`config.mk`:
```
export PLATFORM = sky130hd
export DESIGN_NAME = am_operand_decoder
export DESIGN_NICKNAME = d
export VERILOG_FILES = /design/src/rtl/am_pkg.sv /design/src/rtl/am_rst_sync.sv /design/src/rtl/am_first_byte_class.sv /design/src/rtl/am_imm_assemble.sv /design/src/rtl/am_ptr_step.sv /design/src/rtl/am_operand_decoder.sv
export SDC_FILE = /design/constraint.sdc
export NUM_CORES = 1
export LEC_CHECK = 0
export BUFFER_PORTS_ARGS = -buffer_cell sky130_fd_sc_hd__buf_4
export CORE_ASPECT_RATIO = 1.4
export CORE_UTILIZATION = 40
export DETAILED_ROUTE_END_ITERATION = 10
export SYNTH_ARGS = -nofsm -noshare
export SYNTH_HDL_FRONTEND = slang
export SYNTH_SLANG_ARGS = --single-unit
```
`constraint.sdc`:
```
create_clock -name clk -period 15.1 [get_ports clk]
set_input_delay 2.265 -clock clk [delete_from_list [all_inputs] [get_ports clk]]
set_output_delay 2.265 -clock clk [all_outputs]
set_load 0.005 [all_outputs]
```
`src/rtl/am_pkg.sv`:
```
package am_pkg;

  localparam int BYTE_W = 8;

  typedef enum logic [2:0] {
    K_OTHER = 3'd0,
    K_NOP   = 3'd1,
    K_CCF   = 3'd2,
    K_UNDEF = 3'd3,
    K_SWI   = 3'd4,
    K_REG   = 3'd5,
    K_SRC   = 3'd6,
    K_DST   = 3'd7
  } kind_e;

  typedef enum logic [1:0] {
    SZ_BYTE = 2'd0,
    SZ_WORD = 2'd1,
    SZ_LONG = 2'd2,
    SZ_NONE = 2'd3
  } size_e;

  typedef enum logic [2:0] {
    NX_NONE    = 3'd0,
    NX_DISP8   = 3'd1,
    NX_ABS     = 3'd2,
    NX_MODE    = 3'd3,
    NX_REGCODE = 3'd4
  } next_e;

  typedef enum logic [1:0] {
    MO_EXT     = 2'd0,
    MO_PREDEC  = 2'd1,
    MO_POSTINC = 2'd2
  } mode_op_e;

  typedef enum logic [2:0] {
    S_IDLE = 3'd0,
    S_MODE = 3'd1,
    S_IMM  = 3'd2,
    S_IDX  = 3'd3,
    S_REGC = 3'd4,
    S_DONE = 3'd5
  } state_e;

  typedef struct packed {
    kind_e       kind;
    size_e       size;
    next_e       nxt;
    logic [1:0]  abs_len;
    mode_op_e    mop;
    logic        ind_ptr;
    logic [7:0]  reg_code;
    logic [2:0]  vec;
  } class_t;

endpackage

```
`src/rtl/am_rst_sync.sv`:
```
module am_rst_sync #(
  parameter int STAGES = 2
) (
  input  logic clk,
  input  logic rst_n,
  output logic rst_sync_n
);
  logic [STAGES-1:0] chain_q;

  always_ff @(posedge clk or negedge rst_n) begin
    if (!rst_n) chain_q <= '0;
    else        chain_q <= {chain_q[STAGES-2:0], 1'b1};
  end

  assign rst_sync_n = chain_q[STAGES-1];
endmodule

```
`src/rtl/am_first_byte_class.sv`:
```
module am_first_byte_class
  import am_pkg::*;
#(
  parameter logic [7:0] BANK_BASE = 8'hE0
) (
  input  logic [7:0] op_byte,
  output class_t     cls
);
  logic [1:0] grp;
  logic [2:0] idx;

  assign grp = op_byte[5:4];
  assign idx = op_byte[2:0];

  always_comb begin
    cls          = '0;
    cls.kind     = K_OTHER;
    cls.size     = SZ_NONE;
    cls.nxt      = NX_NONE;
    cls.mop      = MO_EXT;
    if (op_byte == 8'h00) begin
      cls.kind = K_NOP;
    end else if (op_byte == 8'h12) begin
      cls.kind = K_CCF;
    end else if (op_byte == 8'h04 || op_byte == 8'h1F) begin
      cls.kind = K_UNDEF;
    end else if (op_byte[7:6] == 2'b10) begin
      // register-indirect, optional signed 8-bit displacement
      cls.kind    = (grp == 2'd3) ? K_DST : K_SRC;
      cls.size    = size_e'(grp);
      cls.ind_ptr = 1'b1;
      cls.nxt     = op_byte[3] ? NX_DISP8 : NX_NONE;
    end else if (op_byte[7:6] == 2'b11) begin
      if (grp == 2'd3 && op_byte[3]) begin
        cls.kind = K_SWI;
        cls.vec  = idx;
      end else if (op_byte[3]) begin
        cls.kind = K_REG;
        cls.size = size_e'(grp);
        if (grp == 2'd0)
          cls.reg_code = BANK_BASE + {4'b0000, idx[2:1], 2'b00} + {7'b0, ~idx[0]};
        else
          cls.reg_code = BANK_BASE + {3'b000, idx, 2'b00};
      end else begin
        cls.kind = (grp == 2'd3) ? K_DST : K_SRC;
        cls.size = size_e'(grp);
        case (idx)
          3'd0, 3'd1, 3'd2: begin
            cls.nxt     = NX_ABS;
            cls.abs_len = idx[1:0] + 2'd1;
          end
          3'd3: begin
            cls.nxt = NX_MODE;
            cls.mop = MO_EXT;
          end
          3'd4: begin
            cls.nxt = NX_MODE;
            cls.mop = MO_PREDEC;
          end
          3'd5: begin
            cls.nxt = NX_MODE;
            cls.mop = MO_POSTINC;
          end
          3'd6: begin
            cls.kind = K_UNDEF;
            cls.size = SZ_NONE;
          end
          default: begin
            if (grp == 2'd3) begin
              cls.kind = K_UNDEF;
              cls.size = SZ_NONE;
            end else begin
              cls.kind = K_REG;
              cls.nxt  = NX_REGCODE;
            end
          end
        endcase
      end
    end
  end
endmodule

```
`src/rtl/am_imm_assemble.sv`:
```
module am_imm_assemble #(
  parameter int MAX_BYTES = 3,
  parameter int OUT_W     = 32,
  localparam int ACC_W    = MAX_BYTES * 8,
  localparam int CNT_W    = $clog2(MAX_BYTES + 1)
) (
  input  logic [ACC_W-1:0] acc_q,
  input  logic [7:0]       new_byte,
  input  logic [CNT_W-1:0] pos,
  input  logic [CNT_W-1:0] len,
  input  logic             sgn,
  output logic [ACC_W-1:0] acc_merged,
  output logic [OUT_W-1:0] value_ext
);
  logic [7:0] lane [MAX_BYTES];

  for (genvar g = 0; g < MAX_BYTES; g++) begin : g_lane
    assign lane[g] = (pos == CNT_W'(g)) ? new_byte : acc_q[g*8 +: 8];
    assign acc_merged[g*8 +: 8] = lane[g];
  end

  logic msb;
  always_comb begin
    msb = 1'b0;
    for (int g = 0; g < MAX_BYTES; g++) begin
      if (CNT_W'(g + 1) == len) msb = lane[g][7];
    end
  end

  always_comb begin
    value_ext = {OUT_W{sgn & msb}};
    for (int g = 0; g < MAX_BYTES; g++) begin
      if (CNT_W'(g) < len) value_ext[g*8 +: 8] = lane[g];
    end
  end
endmodule

```
`src/rtl/am_ptr_step.sv`:
```
module am_ptr_step #(
  parameter int AW = 32
) (
  input  logic [1:0]    sel,
  input  logic [AW-1:0] ptr,
  output logic [AW-1:0] ptr_dec,
  output logic [AW-1:0] ptr_inc,
  output logic          step_nz
);
  logic [AW-1:0] step;

  always_comb begin
    case (sel)
      2'd0:    step = AW'(1);
      2'd1:    step = AW'(2);
      2'd2:    step = AW'(4);
      default: step = '0;
    endcase
  end

  assign ptr_dec = ptr - step;
  assign ptr_inc = ptr + step;
  assign step_nz = (sel != 2'd3);
endmodule

```
`src/rtl/am_operand_decoder.sv`:
```
module am_operand_decoder
  import am_pkg::*;
#(
  parameter int         ADDR_W    = 32,
  parameter int         CODE_W    = 8,
  parameter int         IMM_BYTES = 3,
  parameter logic [7:0] BANK_BASE = 8'hE0
) (
  input  logic              clk,
  input  logic              rst_n,
  input  logic              in_valid,
  input  logic [7:0]        in_data,
  output logic              in_ready,
  output logic              rd_en,
  output logic [CODE_W-1:0] rd_code,
  output logic [1:0]        rd_size,
  input  logic [ADDR_W-1:0] rd_data,
  output logic              wr_en,
  output logic [CODE_W-1:0] wr_code,
  output logic [ADDR_W-1:0] wr_data,
  output logic              res_valid,
  input  logic              res_ack,
  output logic [2:0]        res_kind,
  output logic [1:0]        res_size,
  output logic [CODE_W-1:0] res_reg,
  output logic [2:0]        res_vec,
  output logic [ADDR_W-1:0] res_addr
);
  localparam int ACC_W = IMM_BYTES * BYTE_W;
  localparam int CNT_W = $clog2(IMM_BYTES + 1);

  logic rst_sync_n;
  am_rst_sync #(.STAGES(2)) u_rst (
    .clk(clk), .rst_n(rst_n), .rst_sync_n(rst_sync_n)
  );

  // state
  state_e             state_q, state_d;
  kind_e              kind_q, kind_d;
  size_e              size_q, size_d;
  logic [CODE_W-1:0]  reg_q, reg_d;
  logic [2:0]         vec_q, vec_d;
  logic [ADDR_W-1:0]  base_q, base_d;
  logic [ADDR_W-1:0]  addr_q, addr_d;
  logic [ACC_W-1:0]   acc_q, acc_d;
  logic [CNT_W-1:0]   pos_q, pos_d;
  logic [CNT_W-1:0]   len_q, len_d;
  logic               sgn_q, sgn_d;
  mode_op_e           mop_q, mop_d;
  logic               idxw_q, idxw_d;
  logic               wr_en_q, wr_en_d;
  logic [CODE_W-1:0]  wr_code_q, wr_code_d;
  logic [ADDR_W-1:0]  wr_data_q, wr_data_d;

  logic accept;
  assign accept = in_valid && rst_sync_n && (state_q != S_DONE);

  // leading-byte classification
  class_t cls;
  am_first_byte_class #(.BANK_BASE(BANK_BASE)) u_class (
    .op_byte(in_data), .cls(cls)
  );

  // pointer step for auto-modify forms
  logic [ADDR_W-1:0] ptr_dec, ptr_inc;
  logic              step_nz;
  am_ptr_step #(.AW(ADDR_W)) u_step (
    .sel(in_data[1:0]), .ptr(rd_data),
    .ptr_dec(ptr_dec), .ptr_inc(ptr_inc), .step_nz(step_nz)
  );

  // immediate assembly
  logic [ACC_W-1:0]  acc_merged;
  logic [ADDR_W-1:0] imm_ext;
  am_imm_assemble #(.MAX_BYTES(IMM_BYTES), .OUT_W(ADDR_W)) u_imm (
    .acc_q(acc_q), .new_byte(in_data), .pos(pos_q), .len(len_q),
    .sgn(sgn_q), .acc_merged(acc_merged), .value_ext(imm_ext)
  );

  // register-read port steering
  always_comb begin
    rd_en   = 1'b0;
    rd_code = '0;
    rd_size = SZ_LONG;
    case (state_q)
      S_IDLE: begin
        rd_en   = in_valid && cls.ind_ptr;
        rd_code = BANK_BASE + {3'b000, in_data[2:0], 2'b00};
        rd_size = SZ_LONG;
      end
      S_MODE: begin
        rd_en   = in_valid;
        rd_code = in_data & 8'hFC;
        rd_size = SZ_LONG;
      end
      S_IDX: begin
        rd_en   = in_valid;
        rd_code = idxw_q ? (in_data & 8'hFE) : in_data;
        rd_size = idxw_q ? SZ_WORD : SZ_BYTE;
      end
      default: ;
    endcase
  end

  logic [ADDR_W-1:0] idx_sext;
  assign idx_sext = idxw_q ? {{(ADDR_W-16){rd_data[15]}}, rd_data[15:0]}
                           : {{(ADDR_W-8){rd_data[7]}}, rd_data[7:0]};

  // next-state logic
  always_comb begin
    state_d   = state_q;
    kind_d    = kind_q;
    size_d    = size_q;
    reg_d     = reg_q;
    vec_d     = vec_q;
    base_d    = base_q;
    addr_d    = addr_q;
    acc_d     = acc_q;
    pos_d     = pos_q;
    len_d     = len_q;
    sgn_d     = sgn_q;
    mop_d     = mop_q;
    idxw_d    = idxw_q;
    wr_en_d   = 1'b0;
    wr_code_d = wr_code_q;
    wr_data_d = wr_data_q;

    case (state_q)
      S_IDLE: if (accept) begin
        kind_d = cls.kind;
        size_d = cls.size;
        reg_d  = cls.reg_code;
        vec_d  = cls.vec;
        addr_d = '0;
        acc_d  = '0;
        pos_d  = '0;
        mop_d  = cls.mop;
        case (cls.nxt)
          NX_DISP8: begin
            base_d  = rd_data;
            len_d   = CNT_W'(1);
            sgn_d   = 1'b1;
            state_d = S_IMM;
          end
          NX_ABS: begin
            base_d  = '0;
            len_d   = CNT_W'(cls.abs_len);
            sgn_d   = 1'b0;
            state_d = S_IMM;
          end
          NX_MODE:    state_d = S_MODE;
          NX_REGCODE: state_d = S_REGC;
          default: begin
            addr_d  = cls.ind_ptr ? rd_data : '0;
            state_d = S_DONE;
          end
        endcase
      end

      S_MODE: if (accept) begin
        base_d = rd_data;
        case (mop_q)
          MO_PREDEC: begin
            addr_d    = ptr_dec;
            wr_en_d   = step_nz;
            wr_code_d = in_data & 8'hFC;
            wr_data_d = ptr_dec;
            state_d   = S_DONE;
          end
          MO_POSTINC: begin
            addr_d    = rd_data;
            wr_en_d   = step_nz;
            wr_code_d = in_data & 8'hFC;
            wr_data_d = ptr_inc;
            state_d   = S_DONE;
          end
          default: begin
            case (in_data[1:0])
              2'd0: begin
                addr_d  = rd_data;
                state_d = S_DONE;
              end
              2'd1: begin
                len_d   = CNT_W'(2);
                sgn_d   = 1'b1;
                pos_d   = '0;
                state_d = S_IMM;
              end
              2'd2: begin
                idxw_d  = 1'b0;
                state_d = S_IDX;
              end
              default: begin
                idxw_d  = 1'b1;
                state_d = S_IDX;
              end
            endcase
          end
        endcase
      end

      S_IMM: if (accept) begin
        acc_d = acc_merged;
        pos_d = pos_q + CNT_W'(1);
        if (pos_q == len_q - CNT_W'(1)) begin
          addr_d  = base_q + imm_ext;
          state_d = S_DONE;
        end
      end

      S_IDX: if (accept) begin
        addr_d  = base_q + idx_sext;
        state_d = S_DONE;
      end

      S_REGC: if (accept) begin
        case (size_q)
          SZ_LONG: reg_d = in_data & 8'hFC;
          SZ_WORD: reg_d = in_data & 8'hFE;
          default: reg_d = in_data;
        endcase
        state_d = S_DONE;
      end

      S_DONE: if (res_ack) state_d = S_IDLE;

      default: state_d = S_IDLE;
    endcase
  end

  // registers
  always_ff @(posedge clk or negedge rst_sync_n) begin
    if (!rst_sync_n) begin
      state_q   <= S_IDLE;
      kind_q    <= K_OTHER;
      size_q    <= SZ_NONE;
      reg_q     <= '0;
      vec_q     <= '0;
      base_q    <= '0;
      addr_q    <= '0;
      acc_q     <= '0;
      pos_q     <= '0;
      len_q     <= '0;
      sgn_q     <= 1'b0;
      mop_q     <= MO_EXT;
      idxw_q    <= 1'b0;
      wr_en_q   <= 1'b0;
      wr_code_q <= '0;
      wr_data_q <= '0;
    end else begin
      state_q   <= state_d;
      kind_q    <= kind_d;
      size_q    <= size_d;
      reg_q     <= reg_d;
      vec_q     <= vec_d;
      base_q    <= base_d;
      addr_q    <= addr_d;
      acc_q     <= acc_d;
      pos_q     <= pos_d;
      len_q     <= len_d;
      sgn_q     <= sgn_d;
      mop_q     <= mop_d;
      idxw_q    <= idxw_d;
      wr_en_q   <= wr_en_d;
      wr_code_q <= wr_code_d;
      wr_data_q <= wr_data_d;
    end
  end

  assign in_ready  = rst_sync_n && (state_q != S_DONE);
  assign res_valid = (state_q == S_DONE);
  assign res_kind  = kind_q;
  assign res_size  = size_q;
  assign res_reg   = reg_q;
  assign res_vec   = vec_q;
  assign res_addr  = addr_q;
  assign wr_en     = wr_en_q;
  assign wr_code   = wr_code_q;
  assign wr_data   = wr_data_q;
endmodule

```
## Yosys cells after proc, flatten, opt, wreduce, memory -nomap -nowiden

Index checks and enable logic that the tools add are counted.
W data, S select, Z words.

- Register bits: 156
- Word-level logic and storage cells: 218
- Input port bits: 44

- Muxes and demuxes: 99
- Equality and inequality tests: 47
- Reductions and logical operators: 38
- Magnitude comparators: 3
- Bitwise gates (word level): 4
- $add $sub $neg: 10

Operator list:

| kind | number |
|---|---|
| $mux W32 | 11 |
| $pmux W32 S2 | 4 |
| $pmux W32 S4 | 1 |
| $mux W8 | 12 |
| $add A32 B32 Y32 | 2 |
| $mux W21 | 3 |
| $mux W24 | 2 |
| $pmux W24 S2 | 1 |
| $mux W3 | 14 |
| $add A32 B3 Y32 | 1 |
| $sub A32 B3 Y32 | 1 |
| $pmux W3 S3 | 3 |
| $mux W2 | 12 |
| $pmux W8 S3 | 1 |
| $mux W11 | 2 |
| $eq A3 B2 Y1 const B | 6 |
| $eq A3 B3 Y1 const B | 6 |
| $reduce_and A6 Y1 | 3 |
| $eq A8 B5 Y1 const B | 2 |
| $ne A2 B2 Y1 const B | 8 |
| $pmux W2 S2 | 4 |
| $pmux W8 S2 | 1 |
| $mux W1 | 15 |
| $pmux W3 S5 | 1 |
| 45 further kinds | 85 |

## Longest topological paths before layout

Gate-level depths: netlist of the first run.

- Depth in word-level cells: 15
- Depth in mapped cells: 20

## By module

Synthesis of the first run repeated with hierarchy kept, for this count alone.

- Cells, all modules: 1,395
- Area total of the unflattened synthesis: 11,862.6 um2

Modules (own cells, without submodules):

| module | area each (um2) | instances | cells each |
|---|---|---|---|
| am_operand_decoder | 9,127.5 | 1 | 1,008 |
| am_ptr_step | 1,521.5 | 1 | 217 |
| am_imm_assemble | 684.4 | 1 | 94 |
| am_first_byte_class | 475.5 | 1 | 73 |
| am_rst_sync | 53.8 | 1 | 3 |

## Worst setup path after synthesis of the first run

Ideal clock, no wire load.

- Path kind: flip-flop to output port
- Start point: register u_rst.chain_q[1]
- End point: output in_ready
- Path slack: 8.722 ns
- Data required time: 12.835 ns
- Arrival: 4.113 ns
- Cell stages (with the launch flop): 2
- Cells stage by stage: dfrtp_1 and2_1

- Longest elaborated chain between the ends: 1

RTL lines:

| item | RTL line | RTL |
|---|---|---|
| start: declaration | am_rst_sync.sv:8 | `logic [STAGES-1:0] chain_q;` |
| start signal: assignment | am_rst_sync.sv:12 | `else chain_q <= {chain_q[STAGES-2:0], 1'b1};` |
| $logic_and A1 B1 Y1 | am_operand_decoder.sv:270 | `assign in_ready = rst_sync_n && (state_q != S_DONE);` |
| end: declaration | am_operand_decoder.sv:13 | `output logic in_ready,` |

No other way between the ends.

## Final worst setup path of the first run

- Start point: input in_data[7]
- End point: register addr_q[24], in the netlist res_addr[24]

- Longest elaborated chain between the ends: 11
- Elaborated cells between the ends (all ways): 35
- Those cells by class: 1 x add/sub; 9 x eq/ne; 21 x mux; 1 x bitwise; 3 x reduce/logical

RTL lines:

| item | RTL line | RTL |
|---|---|---|
| start: declaration | am_operand_decoder.sv:12 | `input logic [7:0] in_data,` |
| parallel branches: the longest is 10 deep, another holds $add A32 B32 Y32 | - |  |
| $pmux W32 S4 * | am_operand_decoder.sv:128 | `case (state_q)` |
| end signal: assignment | am_operand_decoder.sv:257 | `addr_q <= addr_d;` |
| end: declaration | am_operand_decoder.sv:44 | `logic [ADDR_W-1:0] addr_q, addr_d;` |

Mark *: on every way between the ends. The select of a mux whose other input is x is not followed.
A chain may end at the register's enable or synchronous reset.

==> impl_metrics.json, run 1 <==
{
  "outcome": "complete, no violations",
  "synth_seq_area_share_pct": 34.6,
  "dr.pass1.iters": 5,
  "ys.flop_type": "dfrtp_1",
  "htreeDepth": 4,
  "power.leakage_nw": 5.87,
  "synth_warnings": 0,
  "worst-path-max-fanout": 19,
  "ys_seq_elements": 156,
  "worst-setup-path-type": "in -> reg",
  "postSynthCellCount": 1427,
  "gp_congestion": 0.956,
  "fin_total_pwr_mw": 2.84,
  "synth-async-reset-ratio_pct": 100,
  "drc_errors": 0,
  "critPathSlowestCell": "a2111oi_0",
  "drive_above_1_share_pct": 14.2,
  "drt_wl_total_mm": 39.0,
  "die_h_um": 201,
  "drt-vias-per-instance": 5.90,
  "diodes": 0,
  "required_ns": 15.47,
  "holdWs_ns": 0.320,
  "grt_pass1_wl_mm": 60.5,
  "dieArea_um2": 28900,
  "syn_area_um2": 11300,
  "fp.coreArea_um2": 27700,
  "tritoncts": "done",
  "clkLatencyLatePin_ns": 0.45,
  "path_cells": "buf_4 > mux2i_1 > o22ai_1 > o211ai_1 > nand2_1 > o21ai_0 > nand2_1 > a21boi_0 > inv_1 > fa_1 > nand3b_1 > a2111oi_0 > o21ai_0 > a21oi_1 > nor2_1 > o31a_1 > or4_1 > o211ai_1",
  "antenna_found_initial": 0,
  "tns_ns": 0,
  "cts.sinks": 156,
  "startpoint": "in_data[7]",
  "yosysUniqueCellTypes": 79,
  "cts_resized": 0,
  "grt_pass1_vias": 10700,
  "post_synth.cell_area_avg_um2": 7.90,
  "fin_crit_sh_pct": 42.3,
  "postCtsHoldBufs": 0,
  "powerDensity_nw_per_um2": 216,
  "cts_setup_buffers": 0,
  "fin_skew_ns": 0.00937,
  "fp.dieW_um": 144,
  "cts_root_buf": "clkbuf_16",
  "first_iter_violations": 800,
  "rrSetupSlack_ns": 9.44,
  "nets": 1605,
  "ios": 146,
  "drv_cap": 0,
  "maxSlewHeadroom_pct": 25.8,
  "endpoint_kind": "flip-flop",
  "track_usage_pct": 27.6,
  "hp-class": "reg -> async",
  "synth_edf_count": 0,
  "finalHoldViolations": 0,
  "vias": 11100,
  "ctsLongestPathBuffers": 2,
  "reg2regPathDepth": 17,
  "wl_per_cell_um": 20.7,
  "timing.rr.end": "res_addr[24]",
  "cp_data_arrival_time_ns": 6.76,
  "clk_transition_reported_paths_ns": 0.07,
  "initial_utilization_pct": 40.8,
  "synthToLayoutAreaGrowth_pct": 16.3,
  "fin_crit_ns": 6.39,
  "layout_common_cells": "nand2_1 (224), buf_4 (158), dfrtp_1 (153), o21ai_0 (150)",
  "slowest_delay_ns": 0.85,
  "grt_max_degree": 74,
  "critPathLaunchType": "input port",
  "rows": 72,
  "critPathCapture": "res_addr[24]",
  "cts_buffers": 17,
  "port_buffers": 143,
  "worstMarginPinSlew_ns": 1.11,
  "hpwl_mm": 29.1,
  "layout_commonest_cell": "nand2_1",
  "ir_drop_uv": 123,
  "grt_remaining_overflow": 0,
  "r2r_start": "state_q[1]",
  "drv_slew": 0,
  "fmax_mhz": 157,
  "rsz0062_at_grt": "false",
  "detail-route-antenna-nets": 0,
  "finalSetupViolCount": 0
}
## logic make-up after synthesis
logic type | count (synthesis) | synth area share (%)
compound gates | 429 | 23.2
xor+xnor | 55 | 4.27
fa+ha+maj | 65 | 7.41
buf+inv | 151 | 5.17
flops | 156 | 34.6
mux | 37 | 3.43
other cells | 2 | 0.0666
simple gates | 532 | 21.9
## metrics by stage
stage               setup slack, ns  utilization [%]  instance area, µm²  instances
global route                   8.24             47.4               13100       1879
finish                         8.71             47.4               13100       1879
global placement               8.38             45.3               12500       1847
detailed placement             8.30             45.3               12500       1847
CTS                            8.74             47.4               13100       1879
floorplan                      8.72                -               11300       1428
## routing by layer
| layer | up-vias | global-route usage (%) | wire (µm) |
|---|---|---|---|
| li1 | 5231 | - | - |
| met4 | 0 | 15.5 | 2080 |
| met2 | 402 | 48.0 | 19800 |
| met1 | 5347 | 31.7 | 15200 |
| met5 | - | 0 | 0 |
| met3 | 104 | 4.39 | 1920 |
## layout make-up
cell class	instances	area, µm²
Tap cell	370	463
Timing Repair Buffer	158	1190
Inverter	42	158
Sequential cell	156	3910
Clock inverter	11	143
Clock buffer	21	460
Multi-Input combinational cell	1121	6800
Fill cell	2764	14500
## worst max-delay path: cells and delay by family
family	cells	cell delay (ns)
AO/OA/AOI/OAI	9	2.58
AND/OR/NAND/NOR	5	1.01
adder cells (fa/ha/maj)	1	0.43
buffers and inverters	2	0.31
multiplexers	1	0.15
## Yosys cell counts (13+ instances only)
cell type  number  area share [%]
nand4_1        16            0.89
a21o_1         15             1.0
o21ai_0       150             6.7
nor3_1         32             1.4
and3_1         14            0.78
o21ai_1        15            0.67
a31oi_1        23             1.3
a21oi_1       104             4.6
clkbuf_1       98             3.3
mux2_2         13             1.3
xnor2_1        38             3.0
nand2_1       224             7.5
inv_1          41             1.4
nand2b_1       13            0.72
mux2i_1        24             2.1
xor2_1         17             1.3
nand3_1        66             2.9
dfrtp_1       154              34
nor2_1        104             3.5
ha_1           62             6.9
## where the power goes
group          internal [mW]  switching (mW)  total [mW]
clock network          0.268           0.188       0.456
registers              0.559           0.135       0.694
logic                  0.687           0.999        1.69
## worst min-delay path by stage
stage	end	slack, ns	cells after the start
2_1_floorplan	u_rst.chain_q[1]	0.33	0
3_3_place_gp	acc_q[10]	0.33	0
3_5_place_dp	acc_q[13]	0.33	0
4_1_cts	res_vec[2]	0.35	0
5_1_grt	acc_q[10]	0.37	0
6_report	acc_q[13]	0.32	0
Power figures use the tool's default switching activity.
==> run 2, diff against run 1 <==
clock period = 5.29 ns   (was 15.1 ns; I/O delays follow)
==> run 2 against run 1 <==
Net effect: worst hold slack lost 0.20 ns; routed wire length grew 1.2%; clock power grew to 3.0 times the previous value; count of clock-buffer cells in the layout grew 1.
==> impl_metrics.json, run 2 (synthesized netlist as in run 1, its figures left out) <==
{
  "intPower_mw": 4.42,
  "worst-path-max-fanout": 8,
  "drv_slew": 0,
  "cp_data_arrival_time_ns": 5.07,
  "power_frac_comb_pct": 60.4,
  "hp-class": "in -> async",
  "detail-route-antenna-nets": 0,
  "cts_buffers": 17,
  "rows": 72,
  "grt_max_degree": 74,
  "grt_pass1_vias": 11000,
  "clk_transition_reported_paths_ns": 0.07,
  "gp_congestion": 0.961,
  "endpoint_kind": "flip-flop",
  "drt-vias-per-instance": 5.91,
  "worstMarginPinSlew_ns": 1.11,
  "fmax_mhz": 212,
  "cts_resized": 0,
  "dieArea_um2": 28900,
  "drv_cap": 0,
  "layout_commonest_cell": "nand2_1",
  "port_buffers": 143,
  "cts_setup_buffers": 0,
  "ios": 146,
  "worst-setup-path-type": "reg -> reg",
  "grt_remaining_overflow": 0,
  "drt_wl_total_mm": 39.4,
  "finalSetupViolCount": 0,
  "finalHoldViolations": 0,
  "maxSlewHeadroom_pct": 26.1,
  "wl_per_cell_um": 20.9,
  "ir_drop_uv": 357,
  "p_seq_share_pct": 23.2,
  "tns_ns": 0,
  "die_h_um": 201,
  "p_switching_mw": 3.79,
  "fp.coreArea_um2": 27700,
  "htreeDepth": 4,
  "required_ns": 5.65,
  "grt_pass1_wl_mm": 61.3,
  "hpwl_mm": 29.8,
  "fin_crit_ns": 4.71,
  "outcome": "complete, no violations",
  "reg2regPathDepth": 20,
  "rsz0062_at_grt": "false",
  "drive_above_1_share_pct": 14.7,
  "track_usage_pct": 28.1,
  "switching_share_pct": 46.2,
  "postCtsHoldBufs": 0,
  "fin_skew_ns": 0.0142,
  "cts.sinks": 156,
  "clkLatencyLatePin_ns": 0.44,
  "vias": 11200,
  "critPathLaunchType": "flip-flop",
  "dr.pass1.iters": 5,
  "p_clk_share_pct": 16.4,
  "layout_common_cells": "nand2_1 (224), buf_4 (167), dfrtp_1 (153), o21ai_0 (150)",
  "ctsLongestPathBuffers": 2,
  "fp.dieW_um": 144,
  "holdWs_ns": 0.123,
  "fin_crit_sh_pct": 89.0,
  "power.leakage_nw": 5.92,
  "antenna_found_initial": 0,
  "initial_utilization_pct": 40.8,
  "synthToLayoutAreaGrowth_pct": 17.2,
  "nets": 1614,
  "first_iter_violations": 878,
  "tritoncts": "done",
  "powerDensity_nw_per_um2": 621,
  "drc_errors": 0,
  "cts_root_buf": "clkbuf_16"
}
==> run 2: changes by cell type in the layout (fill, tap and decap cells not counted), sizes merged <==
cell and delta:
buf +9, bufinv +1, clkbuf +1, clkinv -3, diode +1, inv +1
==> run 2: through the flow <==
stage          setup WS, ns  util, %  power (mW)  std cells  area (µm²)
2_1_floorplan         0.805        -        5.16       1428       11300
4_1_cts               0.620     47.8        8.18       1888       13200
3_5_place_dp          0.444     45.5        6.80       1856       12600
6_report              0.580     47.8        8.21       1889       13200
5_1_grt               0.136     47.8        8.86       1888       13200
3_3_place_gp          0.552     45.5        6.75       1856       12600
==> run 2: final timing paths <==
| path | from | to | slack (ns) |
|---|---|---|---|
| setup / recovery | pos_q[0] | res_addr[31] | 0.58 |
| hold / removal | rst_n | u_rst.chain_q[1] | 0.12 |
| setup reg to reg | pos_q[0] | res_addr[31] | 0.58 |
| hold reg to reg | u_rst.chain_q[1] | base_q[8] | 0.32 |
| max in group asynchronous | u_rst.chain_q[1] | pos_q[0] | 2.94 |
| min in group clk | u_rst.chain_q[0] | u_rst.chain_q[1] | 0.36 |
==> run 2: cell type report <==
cell class,count,area (µm²)
multi-input cells,1121,6800
fillers,2793,14400
inverters,42,158
flip-flops and latches,156,3910
diodes,1,2.50
clock inverters,10,163
well taps,370,463
repair buffers,167,1250
clock buffers,22,464
==> run 2: critical path, stage by stage (launching register included) <==
cell and delay, ns:
dfrtp_1 0.45, inv_1 0.11, ha_1 0.15, buf_4 0.19
mux2i_1 0.30, nand2_1 0.11, o211a_1 0.16, nor2_1 0.39
a21oi_1 0.07, nand2_1 0.09, o21ai_0 0.10, ha_1 0.41
a211oi_1 0.25, o21ai_0 0.13, a41oi_1 0.30, a31oi_1 0.13
buf_4 0.17, a2bb2oi_1 0.31, a211oi_1 0.16, or4_1 0.49
a31oi_1 0.17
==> run 2: power groups by stage <==
stage | logic [mW] | registers [mW] | clock network, mW
2_1_floorplan | 3.31 | 1.85 | 0
3_3_place_gp | 4.83 | 1.92 | 0
3_5_place_dp | 4.87 | 1.92 | 0
4_1_cts | 4.90 | 1.91 | 1.37
5_1_grt | 5.50 | 1.95 | 1.41
6_report | 4.96 | 1.91 | 1.35
==> run 2: layer usage <==
metal,track usage [%],share of wire (%),up-vias
met5,0,0,-
met4,17.5,6.2,0
met3,3.91,5.5,139
met2,48.4,50,469
met1,32.2,38,5312
li1,-,-,5242
